===== config.mk =====
export PLATFORM = sky130hd
export DESIGN_NAME = qdt_timer_top
export DESIGN_NICKNAME = d
export VERILOG_FILES = /design/src/rtl/qdt_pkg.sv /design/src/rtl/qdt_prescale.sv /design/src/rtl/qdt_channel.sv /design/src/rtl/qdt_irq.sv /design/src/rtl/qdt_timer_top.sv
export SDC_FILE = /design/constraint.sdc
export NUM_CORES = 1
export LEC_CHECK = 0
export BUFFER_PORTS_ARGS = -buffer_cell sky130_fd_sc_hd__clkbuf_2
export CORE_ASPECT_RATIO = 1.1
export CORE_UTILIZATION = 50
export DETAILED_ROUTE_END_ITERATION = 7
export PLACE_DENSITY = 0.66
export SLEW_MARGIN = 20
export SYNTH_ARGS = -nofsm -noshare
export SYNTH_HDL_FRONTEND = slang
export SYNTH_HIERARCHICAL = 1
export SYNTH_SLANG_ARGS = --single-unit

===== constraint.sdc =====
create_clock -name clk -period 6.2 [get_ports clk]
set_input_delay 1.24 -clock clk [delete_from_list [all_inputs] [get_ports clk]]
set_output_delay 1.24 -clock clk [all_outputs]
set_load 0.1 [all_outputs]

===== src/rtl/qdt_pkg.sv =====
`timescale 1ns/1ps
package qdt_pkg;

    localparam int DATA_W = 32;
    localparam int PRE_W  = 8;

    // control bit positions seen by software
    localparam int CB_RUN      = 7;
    localparam int CB_PERIODIC = 6;
    localparam int CB_DIV_HI   = 3;
    localparam int CB_DIV_LO   = 2;
    localparam int CB_WIDE     = 1;
    localparam int CB_SINGLE   = 0;

    // word index inside a register group (address bits 3:2)
    localparam logic [1:0] W_MASK  = 2'd0;
    localparam logic [1:0] W_RAW   = 2'd1;
    localparam logic [1:0] W_MIS   = 2'd2;
    localparam logic [1:0] W_CLR   = 2'd3;
    localparam logic [1:0] W_START = 2'd0;
    localparam logic [1:0] W_COUNT = 2'd1;
    localparam logic [1:0] W_CTRL  = 2'd2;
    localparam logic [1:0] W_STAGE = 2'd3;

    typedef enum logic [1:0] {
        DIV_1     = 2'b00,
        DIV_16    = 2'b01,
        DIV_256   = 2'b10,
        DIV_256_B = 2'b11
    } div_sel_e;

    typedef struct packed {
        logic     run;
        logic     periodic;
        div_sel_e div;
        logic     wide;
        logic     single;
    } ctrl_t;

    function automatic ctrl_t word_to_ctrl(input logic [DATA_W-1:0] w);
        ctrl_t c;
        c.run      = w[CB_RUN];
        c.periodic = w[CB_PERIODIC];
        c.div      = div_sel_e'(w[CB_DIV_HI:CB_DIV_LO]);
        c.wide     = w[CB_WIDE];
        c.single   = w[CB_SINGLE];
        return c;
    endfunction

    function automatic logic [DATA_W-1:0] ctrl_to_word(input ctrl_t c);
        logic [DATA_W-1:0] w;
        w                     = '0;
        w[CB_RUN]             = c.run;
        w[CB_PERIODIC]        = c.periodic;
        w[CB_DIV_HI:CB_DIV_LO] = c.div;
        w[CB_WIDE]            = c.wide;
        w[CB_SINGLE]          = c.single;
        return w;
    endfunction

endpackage


===== src/rtl/qdt_prescale.sv =====
`timescale 1ns/1ps
module qdt_prescale
    import qdt_pkg::*;
(
    input  logic     clk,
    input  logic     rst_n,
    input  logic     run,
    input  logic     restart,
    input  div_sel_e div,
    output logic     tick
);

    typedef struct packed {
        logic [PRE_W-1:0] phase;
    } pre_st_t;

    pre_st_t          st_d, st_q;
    logic [PRE_W-1:0] limit;

    always_comb begin
        case (div)
            DIV_1:   limit = '0;
            DIV_16:  limit = PRE_W'(15);
            default: limit = PRE_W'(255);
        endcase
        tick = run && !restart && (st_q.phase == limit);
        st_d = st_q;
        if (!run || restart || tick) begin
            st_d.phase = '0;
        end else begin
            st_d.phase = st_q.phase + 1'b1;
        end
    end

    always_ff @(posedge clk) begin
        if (!rst_n) begin
            st_q <= '0;
        end else begin
            st_q <= st_d;
        end
    end

endmodule


===== src/rtl/qdt_channel.sv =====
`timescale 1ns/1ps
module qdt_channel
    import qdt_pkg::*;
#(
    parameter int CNT_W = 32
) (
    input  logic              clk,
    input  logic              rst_n,
    input  logic              wr_start,
    input  logic              wr_ctrl,
    input  logic              wr_stage,
    input  logic [DATA_W-1:0] wdata,
    output logic [CNT_W-1:0]  cnt_view,
    output logic [CNT_W-1:0]  rld_view,
    output ctrl_t             ctrl_q,
    output logic              evt
);

    localparam int HALF_W = CNT_W / 2;
    localparam logic [CNT_W-1:0] LOW_MASK = {{(CNT_W-HALF_W){1'b0}}, {HALF_W{1'b1}}};

    typedef struct packed {
        logic [CNT_W-1:0] cnt;
        logic [CNT_W-1:0] rld;
        ctrl_t            ctrl;
    } chan_st_t;

    chan_st_t         st_d, st_q;
    logic             tick;
    logic [CNT_W-1:0] width_mask;
    logic [CNT_W-1:0] cur;
    logic [CNT_W-1:0] rel;

    qdt_prescale u_pre (
        .clk     (clk),
        .rst_n   (rst_n),
        .run     (st_q.ctrl.run),
        .restart (wr_start),
        .div     (st_q.ctrl.div),
        .tick    (tick)
    );

    always_comb begin
        width_mask = st_q.ctrl.wide ? {CNT_W{1'b1}} : LOW_MASK;
        cur        = st_q.cnt & width_mask;
        rel        = st_q.rld & width_mask;
        st_d       = st_q;
        evt        = 1'b0;

        if (tick && !wr_start) begin
            if (cur == '0) begin
                if (st_q.ctrl.single) begin
                    evt          = 1'b1;
                    st_d.ctrl.run = 1'b0;
                end else if (st_q.ctrl.periodic) begin
                    st_d.cnt = rel;
                end else begin
                    st_d.cnt = width_mask;
                end
            end else begin
                st_d.cnt = cur - 1'b1;
                if (cur == CNT_W'(1)) begin
                    evt = 1'b1;
                    if (st_q.ctrl.single) begin
                        st_d.ctrl.run = 1'b0;
                    end
                end
            end
        end

        if (wr_ctrl) begin
            st_d.ctrl = word_to_ctrl(wdata);
        end
        if (wr_stage) begin
            st_d.rld = CNT_W'(wdata);
        end
        if (wr_start) begin
            st_d.cnt = CNT_W'(wdata);
            st_d.rld = CNT_W'(wdata);
        end
    end

    always_ff @(posedge clk) begin
        if (!rst_n) begin
            st_q.cnt  <= '1;
            st_q.rld  <= '1;
            st_q.ctrl <= '0;
        end else begin
            st_q <= st_d;
        end
    end

    assign cnt_view = st_q.cnt & width_mask;
    assign rld_view = st_q.rld & width_mask;
    assign ctrl_q   = st_q.ctrl;

endmodule


===== src/rtl/qdt_irq.sv =====
`timescale 1ns/1ps
module qdt_irq #(
    parameter int NUM_CH = 4
) (
    input  logic              clk,
    input  logic              rst_n,
    input  logic              wr_mask,
    input  logic              wr_clr,
    input  logic [NUM_CH-1:0] wbits,
    input  logic [NUM_CH-1:0] evt,
    output logic [NUM_CH-1:0] mask_q,
    output logic [NUM_CH-1:0] raw_q,
    output logic [NUM_CH-1:0] mis,
    output logic              irq
);

    typedef struct packed {
        logic [NUM_CH-1:0] mask;
        logic [NUM_CH-1:0] raw;
    } irq_st_t;

    irq_st_t           st_d, st_q;
    logic [NUM_CH-1:0] clr_bits;

    always_comb begin
        st_d     = st_q;
        clr_bits = wr_clr ? wbits : '0;
        if (wr_mask) begin
            st_d.mask = wbits;
        end
        st_d.raw = (st_q.raw & ~clr_bits) | evt;
    end

    always_ff @(posedge clk) begin
        if (!rst_n) begin
            st_q <= '0;
        end else begin
            st_q <= st_d;
        end
    end

    assign mask_q = st_q.mask;
    assign raw_q  = st_q.raw;
    assign mis    = st_q.raw & st_q.mask;
    assign irq    = |mis;

endmodule


===== src/rtl/qdt_timer_top.sv =====
`timescale 1ns/1ps
module qdt_timer_top
    import qdt_pkg::*;
#(
    parameter int NUM_CH = 4,
    parameter int CNT_W  = 32,
    parameter int ADDR_W = 8
) (
    input  logic              clk,
    input  logic              rst_n,
    input  logic              bus_sel,
    input  logic              bus_wr,
    input  logic [ADDR_W-1:0] bus_addr,
    input  logic [DATA_W-1:0] bus_wdata,
    output logic [DATA_W-1:0] bus_rdata,
    output logic              irq_o
);

    localparam int GRP_W = ADDR_W - 4;

    logic [GRP_W-1:0]             grp;
    logic [1:0]                   word;
    logic                         wr_any;
    logic                         shared_hit;
    logic                         wr_mask;
    logic                         wr_clr;
    logic [NUM_CH-1:0]            ch_hit;
    logic [NUM_CH-1:0]            ld_wr;
    logic [NUM_CH-1:0]            ctl_wr;
    logic [NUM_CH-1:0]            bg_wr;
    logic [NUM_CH-1:0]            ch_evt;
    logic [NUM_CH-1:0]            ch_run;
    logic [NUM_CH-1:0]            ch_single;
    logic [NUM_CH-1:0]            clr_bits;
    logic [NUM_CH-1:0][CNT_W-1:0] cnt_view;
    logic [NUM_CH-1:0][CNT_W-1:0] rld_view;
    ctrl_t                        ch_ctrl [NUM_CH];
    logic [NUM_CH-1:0]            mask_q;
    logic [NUM_CH-1:0]            raw_q;
    logic [NUM_CH-1:0]            mis;
    logic                         unused_addr_lsb;

    assign grp             = bus_addr[ADDR_W-1:4];
    assign word            = bus_addr[3:2];
    assign unused_addr_lsb = ^bus_addr[1:0];
    assign wr_any          = bus_sel && bus_wr;
    assign shared_hit      = (grp == '0);
    assign wr_mask         = wr_any && shared_hit && (word == W_MASK);
    assign wr_clr          = wr_any && shared_hit && (word == W_CLR);
    assign clr_bits        = wr_clr ? bus_wdata[NUM_CH-1:0] : '0;

    for (genvar i = 0; i < NUM_CH; i++) begin : g_ch
        ctrl_t ctl;

        assign ch_hit[i] = (grp == GRP_W'(i + 1));
        assign ld_wr[i]  = wr_any && ch_hit[i] && (word == W_START);
        assign ctl_wr[i] = wr_any && ch_hit[i] && (word == W_CTRL);
        assign bg_wr[i]  = wr_any && ch_hit[i] && (word == W_STAGE);

        qdt_channel #(.CNT_W(CNT_W)) u_ch (
            .clk      (clk),
            .rst_n    (rst_n),
            .wr_start (ld_wr[i]),
            .wr_ctrl  (ctl_wr[i]),
            .wr_stage (bg_wr[i]),
            .wdata    (bus_wdata),
            .cnt_view (cnt_view[i]),
            .rld_view (rld_view[i]),
            .ctrl_q   (ctl),
            .evt      (ch_evt[i])
        );

        assign ch_ctrl[i]   = ctl;
        assign ch_run[i]    = ctl.run;
        assign ch_single[i] = ctl.single;
    end

    qdt_irq #(.NUM_CH(NUM_CH)) u_irq (
        .clk     (clk),
        .rst_n   (rst_n),
        .wr_mask (wr_mask),
        .wr_clr  (wr_clr),
        .wbits   (bus_wdata[NUM_CH-1:0]),
        .evt     (ch_evt),
        .mask_q  (mask_q),
        .raw_q   (raw_q),
        .mis     (mis),
        .irq     (irq_o)
    );

    always_comb begin
        bus_rdata = '0;
        if (bus_sel) begin
            if (shared_hit) begin
                case (word)
                    W_MASK:  bus_rdata = DATA_W'(mask_q);
                    W_RAW:   bus_rdata = DATA_W'(raw_q);
                    W_MIS:   bus_rdata = DATA_W'(mis);
                    default: bus_rdata = '0;
                endcase
            end
            for (int i = 0; i < NUM_CH; i++) begin
                if (ch_hit[i]) begin
                    case (word)
                        W_START: bus_rdata = DATA_W'(rld_view[i]);
                        W_COUNT: bus_rdata = DATA_W'(cnt_view[i]);
                        W_CTRL:  bus_rdata = ctrl_to_word(ch_ctrl[i]);
                        default: bus_rdata = DATA_W'(rld_view[i]);
                    endcase
                end
            end
        end
    end

endmodule


==> results of run 1 <==
cells in the mapped netlist (all sizes together) (8+ instances only):
cell type    n
nand2      503
dfxtp      320
buf        223
nor2       186
nand3      178
a21oi      150
clkbuf     148
and2       122
o21ai      103
mux2i       87
nor3        73
inv         69
o211ai      68
nor2b       65
o2111ai     58
xor2        44
nand4       41
nor4        39
o22ai       36
a22oi       34
or3         34
or4         32
o31ai       27
o32ai       25
xnor2       24
a211oi      23
nand2b      23
a31oi       21
o311ai      17
ha          16
nand3b      16
o41ai       16
nor3b       15
and3        12
a221oi      11
a221o       10
o221ai      10
a211o        9
a41oi        8
and4         8
report_power, final:
part           leakage (nW)  total, W  switching [W]  internal, W
sequential             2.59   0.00208      0.0000154      0.00207
combinational          5.34  0.000402       0.000305    0.0000969
clock                 0.598   0.00226       0.000967      0.00130
total                  8.53   0.00475        0.00129      0.00346
critical path, stage by stage:
cell and delay, ns:
clkbuf_2 0.11, inv_1 0.08, ha_4 0.78, buf_4 0.36, mux2i_1 0.23, nand2_1 0.12
a21oi_1 0.52, o32ai_2 0.16, clkbuf_2 0.41
flip-flops by register name, indices dropped and copies added, names as in the netlist:
name                  count
g_ch.u_ch/st_q          256
g_ch.u_ch/u_pre/st_q     32
g_ch.u_ch/ctrl_q         24
u_irq/mask_q              4
u_irq/raw_q               4
path summary, 6_finish.rpt:
check / slack, ns / end
worst min register to register: 0.47 / g_ch[2].u_ch/st_q[22]
worst min-delay path: 0.47 / g_ch[2].u_ch/st_q[22]
worst max register to register: 2.51 / u_irq/raw_q[3]
worst max-delay path: 0.89 / bus_rdata[17]
metrics by stage:
step	instances	hold slack, ns	utilization	total power [W]	worst slack (ns)
CTS	3390	0.465	0.521	0.00476	0.941
finish	3392	0.467	0.521	0.00475	0.888
global route	3390	0.492	0.521	0.00485	0.830
global placement	3323	0.446	0.493	0.00252	1.00
detailed placement	3323	0.452	0.493	0.00252	0.954
floorplan	2996	0.433	-	0.00236	0.212
layer usage:
layer	vias to the layer above	share of wire
met5	-	0.00015
met4	2	0.057
met3	259	0.10
met2	1241	0.45
met1	10713	0.39
li1	10243	-
cells by family (layout without fill, tap and decap cells):
logic type               count (synthesis)  in the layout
AND/OR/NAND/NOR                       1376           1376
AO/OA/AOI/OAI                          681            681
buffers and inverters                  444            257
flip-flops                             320            320
multiplexers                            91             91
XOR/XNOR                                68             68
adder cells (fa/ha/maj)                 16             16
other                                    0              2
layout make-up:
class	count	area share
Antenna cell	2	0.000216
Clock buffer	54	0.0481
Clock inverter	13	0.00426
Inverter	70	0.0113
Multi-Input combinational cell	2232	0.596
Sequential cell	320	0.276
Tap cell	581	0.0314
Timing Repair Buffer	120	0.0323
==> results.yml, run 1 <==
setup_path:
  crit_start: "bus_addr[3]"
  cp-end-kind: "output pin"
  cp_max_fo: 42
  cp.required_ns: 4.96
  startpoint_type: "primary input"
  r2r-start: "g_ch[3].u_ch/u_pre/st_q[2]"
  worst-r2r-cell-count: 9
  arrival_ns: 4.07
  path_class: "in -> out"
final_layout:
  layout-drive-gt1-share: 0.110
  layout_common_cells: "496 x nand2_1, 320 x dfxtp_1, 177 x nand3_1, 172 x nor2_1, 146 x a21oi_1"
  seq_area_sq_mm: 0.00641
  layout_commonest_cell: "nand2_1"
  final_area_sq_mm: 0.0232
  n_fill_cell: 4265
  final_nets: 2843
  area_delta_synth_final_pct: 2.53
  multiInputGateArea_sq_mm: 0.0138
place:
  numPortBuffers: 74
  postPlaceCellArea_sq_mm: 0.0220
  dpl.hpwl_mm: 58.0
  place_congestion: 1.03
global_route:
  grt_max_degree: 105
  gr-total-overflow: 0
  use_met2: 0.573
  busiest_layer: "met2"
  met3_usage: 0.0724
  grt_pass1_wl_mm: 128
  antenna_found_initial: 2
  grt_pass1_vias: 20534
  grt_use_total: 0.362
  grtUsageMet1: 0.462
synthesis:
  seq_area_frac_synth: 0.283
  synth_edf_count: 0
  synth_mux_area_frac: 0.0415
  synthSimpleGateAreaFrac: 0.307
  async_flop_share: 0
  yosys_warnings: 6
  synth_cell_types: 97
  syn_inst: 2996
  netlist_area_sq_mm: 0.0226
  synthAdderAreaFrac: 0.00886
  synth_ff_type: "dfxtp_1"
  yosysTopAreaCellShare: 0.283
  synth_compound_area_frac: 0.224
  ys_ff_latch: 320
  syn_nets: 3056
  yosysTopAreaCell: "dfxtp_1"
  syn_area_per_cell_sq_um: 7.55
  synth_xor_area_frac: 0.0263
  netlist_top_cells_area: "dfxtp_1 28%, nand2_1 8.2%, buf_4 5.6%"
  synth_top_family_by_area: "simple AND/OR/NAND/NOR gates"
clocking:
  h-tree-depth: 2
  post_cts_resize_count: 0
  clock_latency_ns: 0.57
  clk_pin_slew_ns: 0.05
  clkSinkCount: 320
  cts_buffers: 39
  clockRootBuffer: "clkbuf_16"
  post_cts_buffers: 0
  postCtsHoldBufs: 0
  tritoncts: "yes"
  max-clock-path-buffers: 3
detailed_routing:
  wl_per_cell_um: 25.0
  num_vias: 22458
  ant_nets: 0
  drt_iter0_markers: 2407
  routed_wl_mm: 84.8
  vias_per_cell: 6.62
  drtPass1Iterations: 6
  drc_errors: 0
timing:
  min_period_over_period: 0.857
  max_slew_margin: 0.222
  drv_slew: 0
  finalSetupViolCount: 0
  fin_crit_ns: 5.31
  rsz0062_at_grt: "no"
  fin_skew_ns: 0.0154
  setup_tns_ns: 0
  worst_slew_pin_slew_ns: 1.17
  clock.fmax_mhz: 188
  final-hold-violation-count: 0
floorplan:
  num_io_pins: 77
  num_rows: 81
  fp.coreArea_sq_mm: 0.0445
  die_area_sq_mm: 0.0461
  die_x_um: 205
  initial_core_util: 0.508
  dieHeight_um: 225
min_path:
  hp-start: "g_ch[2].u_ch/st_q[22]"
  whs_path_depth: 2
  hp-class: "reg -> reg"
power:
  leakagePower_nw: 8.53
  ir_drop_uv: 199
  p_per_area_mw_per_mm2: 205
flow_run:
  cap_violations: 0
run_status:
  status: "completed"
Note: power is estimated with default switching activity, not from simulation.
==> inputs of run 2 (changes only) <==
--- a/config.mk
+++ b/config.mk
@@ -9,7 +9,7 @@
 export CORE_ASPECT_RATIO = 1.1
 export CORE_UTILIZATION = 50
 export DETAILED_ROUTE_END_ITERATION = 7
-export PLACE_DENSITY = 0.66
+export PLACE_DENSITY = 0.69
 export SLEW_MARGIN = 20
 export SYNTH_ARGS = -nofsm -noshare
 export SYNTH_HDL_FRONTEND = slang
==> constraint.sdc (replaced) <==
create_clock -name clk -period 4.8 [get_ports clk]
set_input_delay 0.96 -clock clk [delete_from_list [all_inputs] [get_ports clk]]
set_output_delay 0.96 -clock clk [all_outputs]
set_load 0.1 [all_outputs]
==> results.yml, run 2 (synthesis gave the netlist of run 1 again) <==
clocking:
  postCtsHoldBufs: 0
  cts_buffers: 39
  post_cts_buffers: 0
  clockRootBuffer: "clkbuf_16"
  clkSinkCount: 320
  h-tree-depth: 2
  post_cts_resize_count: 0
  clock_latency_ns: 0.58
  max-clock-path-buffers: 3
  clk_pin_slew_ns: 0.05
  tritoncts: "yes"
floorplan:
  die_x_um: 205
  fp.coreArea_sq_mm: 0.0445
  num_rows: 81
  dieHeight_um: 225
  die_area_sq_mm: 0.0461
  num_io_pins: 77
  initial_core_util: 0.508
place:
  dp_cells: 3350
  numPortBuffers: 74
  dpl.hpwl_mm: 59.8
  place_congestion: 0.971
  dp_slack_ns: 0.361
setup_path:
  startpoint_type: "primary input"
  endpoint: "bus_rdata[15]"
  crit_start: "bus_addr[3]"
  r2r-end: "g_ch[2].u_ch/st_q[49]"
  worst-r2r-cell-count: 7
  r2r-start: "g_ch[2].u_ch/st_q[42]"
  path_class: "in -> out"
  rrSetupSlack_ns: 1.32
  cp_max_fo: 47
  cp.required_ns: 3.84
  cp-end-kind: "output pin"
  arrival_ns: 3.60
final_layout:
  largest_register_ffs: 256
  layout_commonest_cell: "nand2_1"
  final_cells: 3420
  fin_util: 0.538
  area_delta_synth_final_pct: 5.93
  final_nets: 2870
  regMostFlops: "g_ch.u_ch/st_q"
  layout-drive-gt1-share: 0.119
  layout_common_cells: "496 x nand2_1, 320 x dfxtp_1, 177 x nand3_1, 172 x nor2_1, 146 x a21oi_1"
global_route:
  grt_pass1_wl_mm: 131
  grt_pass1_vias: 21148
  gr-total-overflow: 0
  antenna_found_initial: 2
  grt_use_total: 0.373
  grt_max_degree: 147
power:
  leakagePower_nw: 8.82
  p_per_area_mw_per_mm2: 264
  ir_drop_uv: 238
detailed_routing:
  drc_errors: 0
  ant_nets: 0
  drt_iter0_markers: 2822
  num_vias: 23054
  vias_per_cell: 6.74
  routed_wl_mm: 87.1
  drtPass1Iterations: 6
  wl_per_cell_um: 25.5
timing:
  fin_crit_ns: 4.56
  clock.fmax_mhz: 219
  final-hold-violation-count: 0
  drv_slew: 0
  max_slew_margin: 0.265
  setup_tns_ns: 0
  finalSetupViolCount: 0
  min_period_over_period: 0.950
  fin_skew_ns: 0.0200
  rsz0062_at_grt: "no"
  worst_slew_pin_slew_ns: 1.10
  fin_ws_ns: 0.240
run_status:
  status: "completed"
flow_run:
  cap_violations: 0
min_path:
  hp-class: "reg -> reg"
run 2: cell types whose count changed in the layout (fill, tap and decap cells not counted), moves of 2 or more:
cell / change
buf_12: +32
buf_4: +27
bufinv_16: +2
clkbuf_2: -32
clkbuf_8: +3
clkinv_2: -4
o32ai_1: -3
o32ai_2: +3
run 2: how the worst min path moves through the flow:
stage                          startpoint                    end  cells past startpoint
finish              g_ch[1].u_ch/st_q[22]  g_ch[1].u_ch/st_q[22]                      2
CTS                 g_ch[1].u_ch/st_q[22]  g_ch[1].u_ch/st_q[22]                      2
floorplan           g_ch[0].u_ch/st_q[22]  g_ch[0].u_ch/st_q[22]                      2
global placement    g_ch[0].u_ch/st_q[22]  g_ch[0].u_ch/st_q[22]                      2
global route        g_ch[1].u_ch/st_q[22]  g_ch[1].u_ch/st_q[22]                      2
detailed placement  g_ch[1].u_ch/st_q[22]  g_ch[1].u_ch/st_q[22]                      2
run 2: area by class of cell:
type | instances | area (sq um)
fill | 4211 | 20500
multi-input combinational | 2232 | 13800
sequential | 320 | 6410
timing repair buffer | 147 | 1430
clock buffer | 58 | 1160
tap | 581 | 727
inverter | 70 | 263
clock inverter | 10 | 131
antenna | 2 | 5.00
run 2: per-layer routing:
metal  global-route usage  part of all wire
met1                0.479              0.39
met2                0.570              0.44
met3               0.0672             0.099
met4                0.245             0.073
met5                    0           0.00015
run 2: per-stage QoR:
stage / area [sq um] / total power, W / hold WS, ns
floorplan: 22600 / 0.00305 / 0.433
global placement: 22700 / 0.00329 / 0.445
detailed placement: 22700 / 0.00330 / 0.464
CTS: 23900 / 0.00633 / 0.477
global route: 23900 / 0.00646 / 0.492
finish: 23900 / 0.00632 / 0.470
run 2: report_power, final:
group	internal [W]	switching, W	total [W]
Sequential	0.00267	0.0000207	0.00269
Clock	0.00183	0.00123	0.00306
Combinational	0.000157	0.000410	0.000567
run 2: worst max-delay path, stage by stage:
cell      delay (ns)
clkbuf_2        0.11
inv_1           0.08
ha_4            0.81
mux2i_1         0.50
nand2_1         0.11
a21oi_1         0.52
o32ai_2         0.22
buf_12          0.23
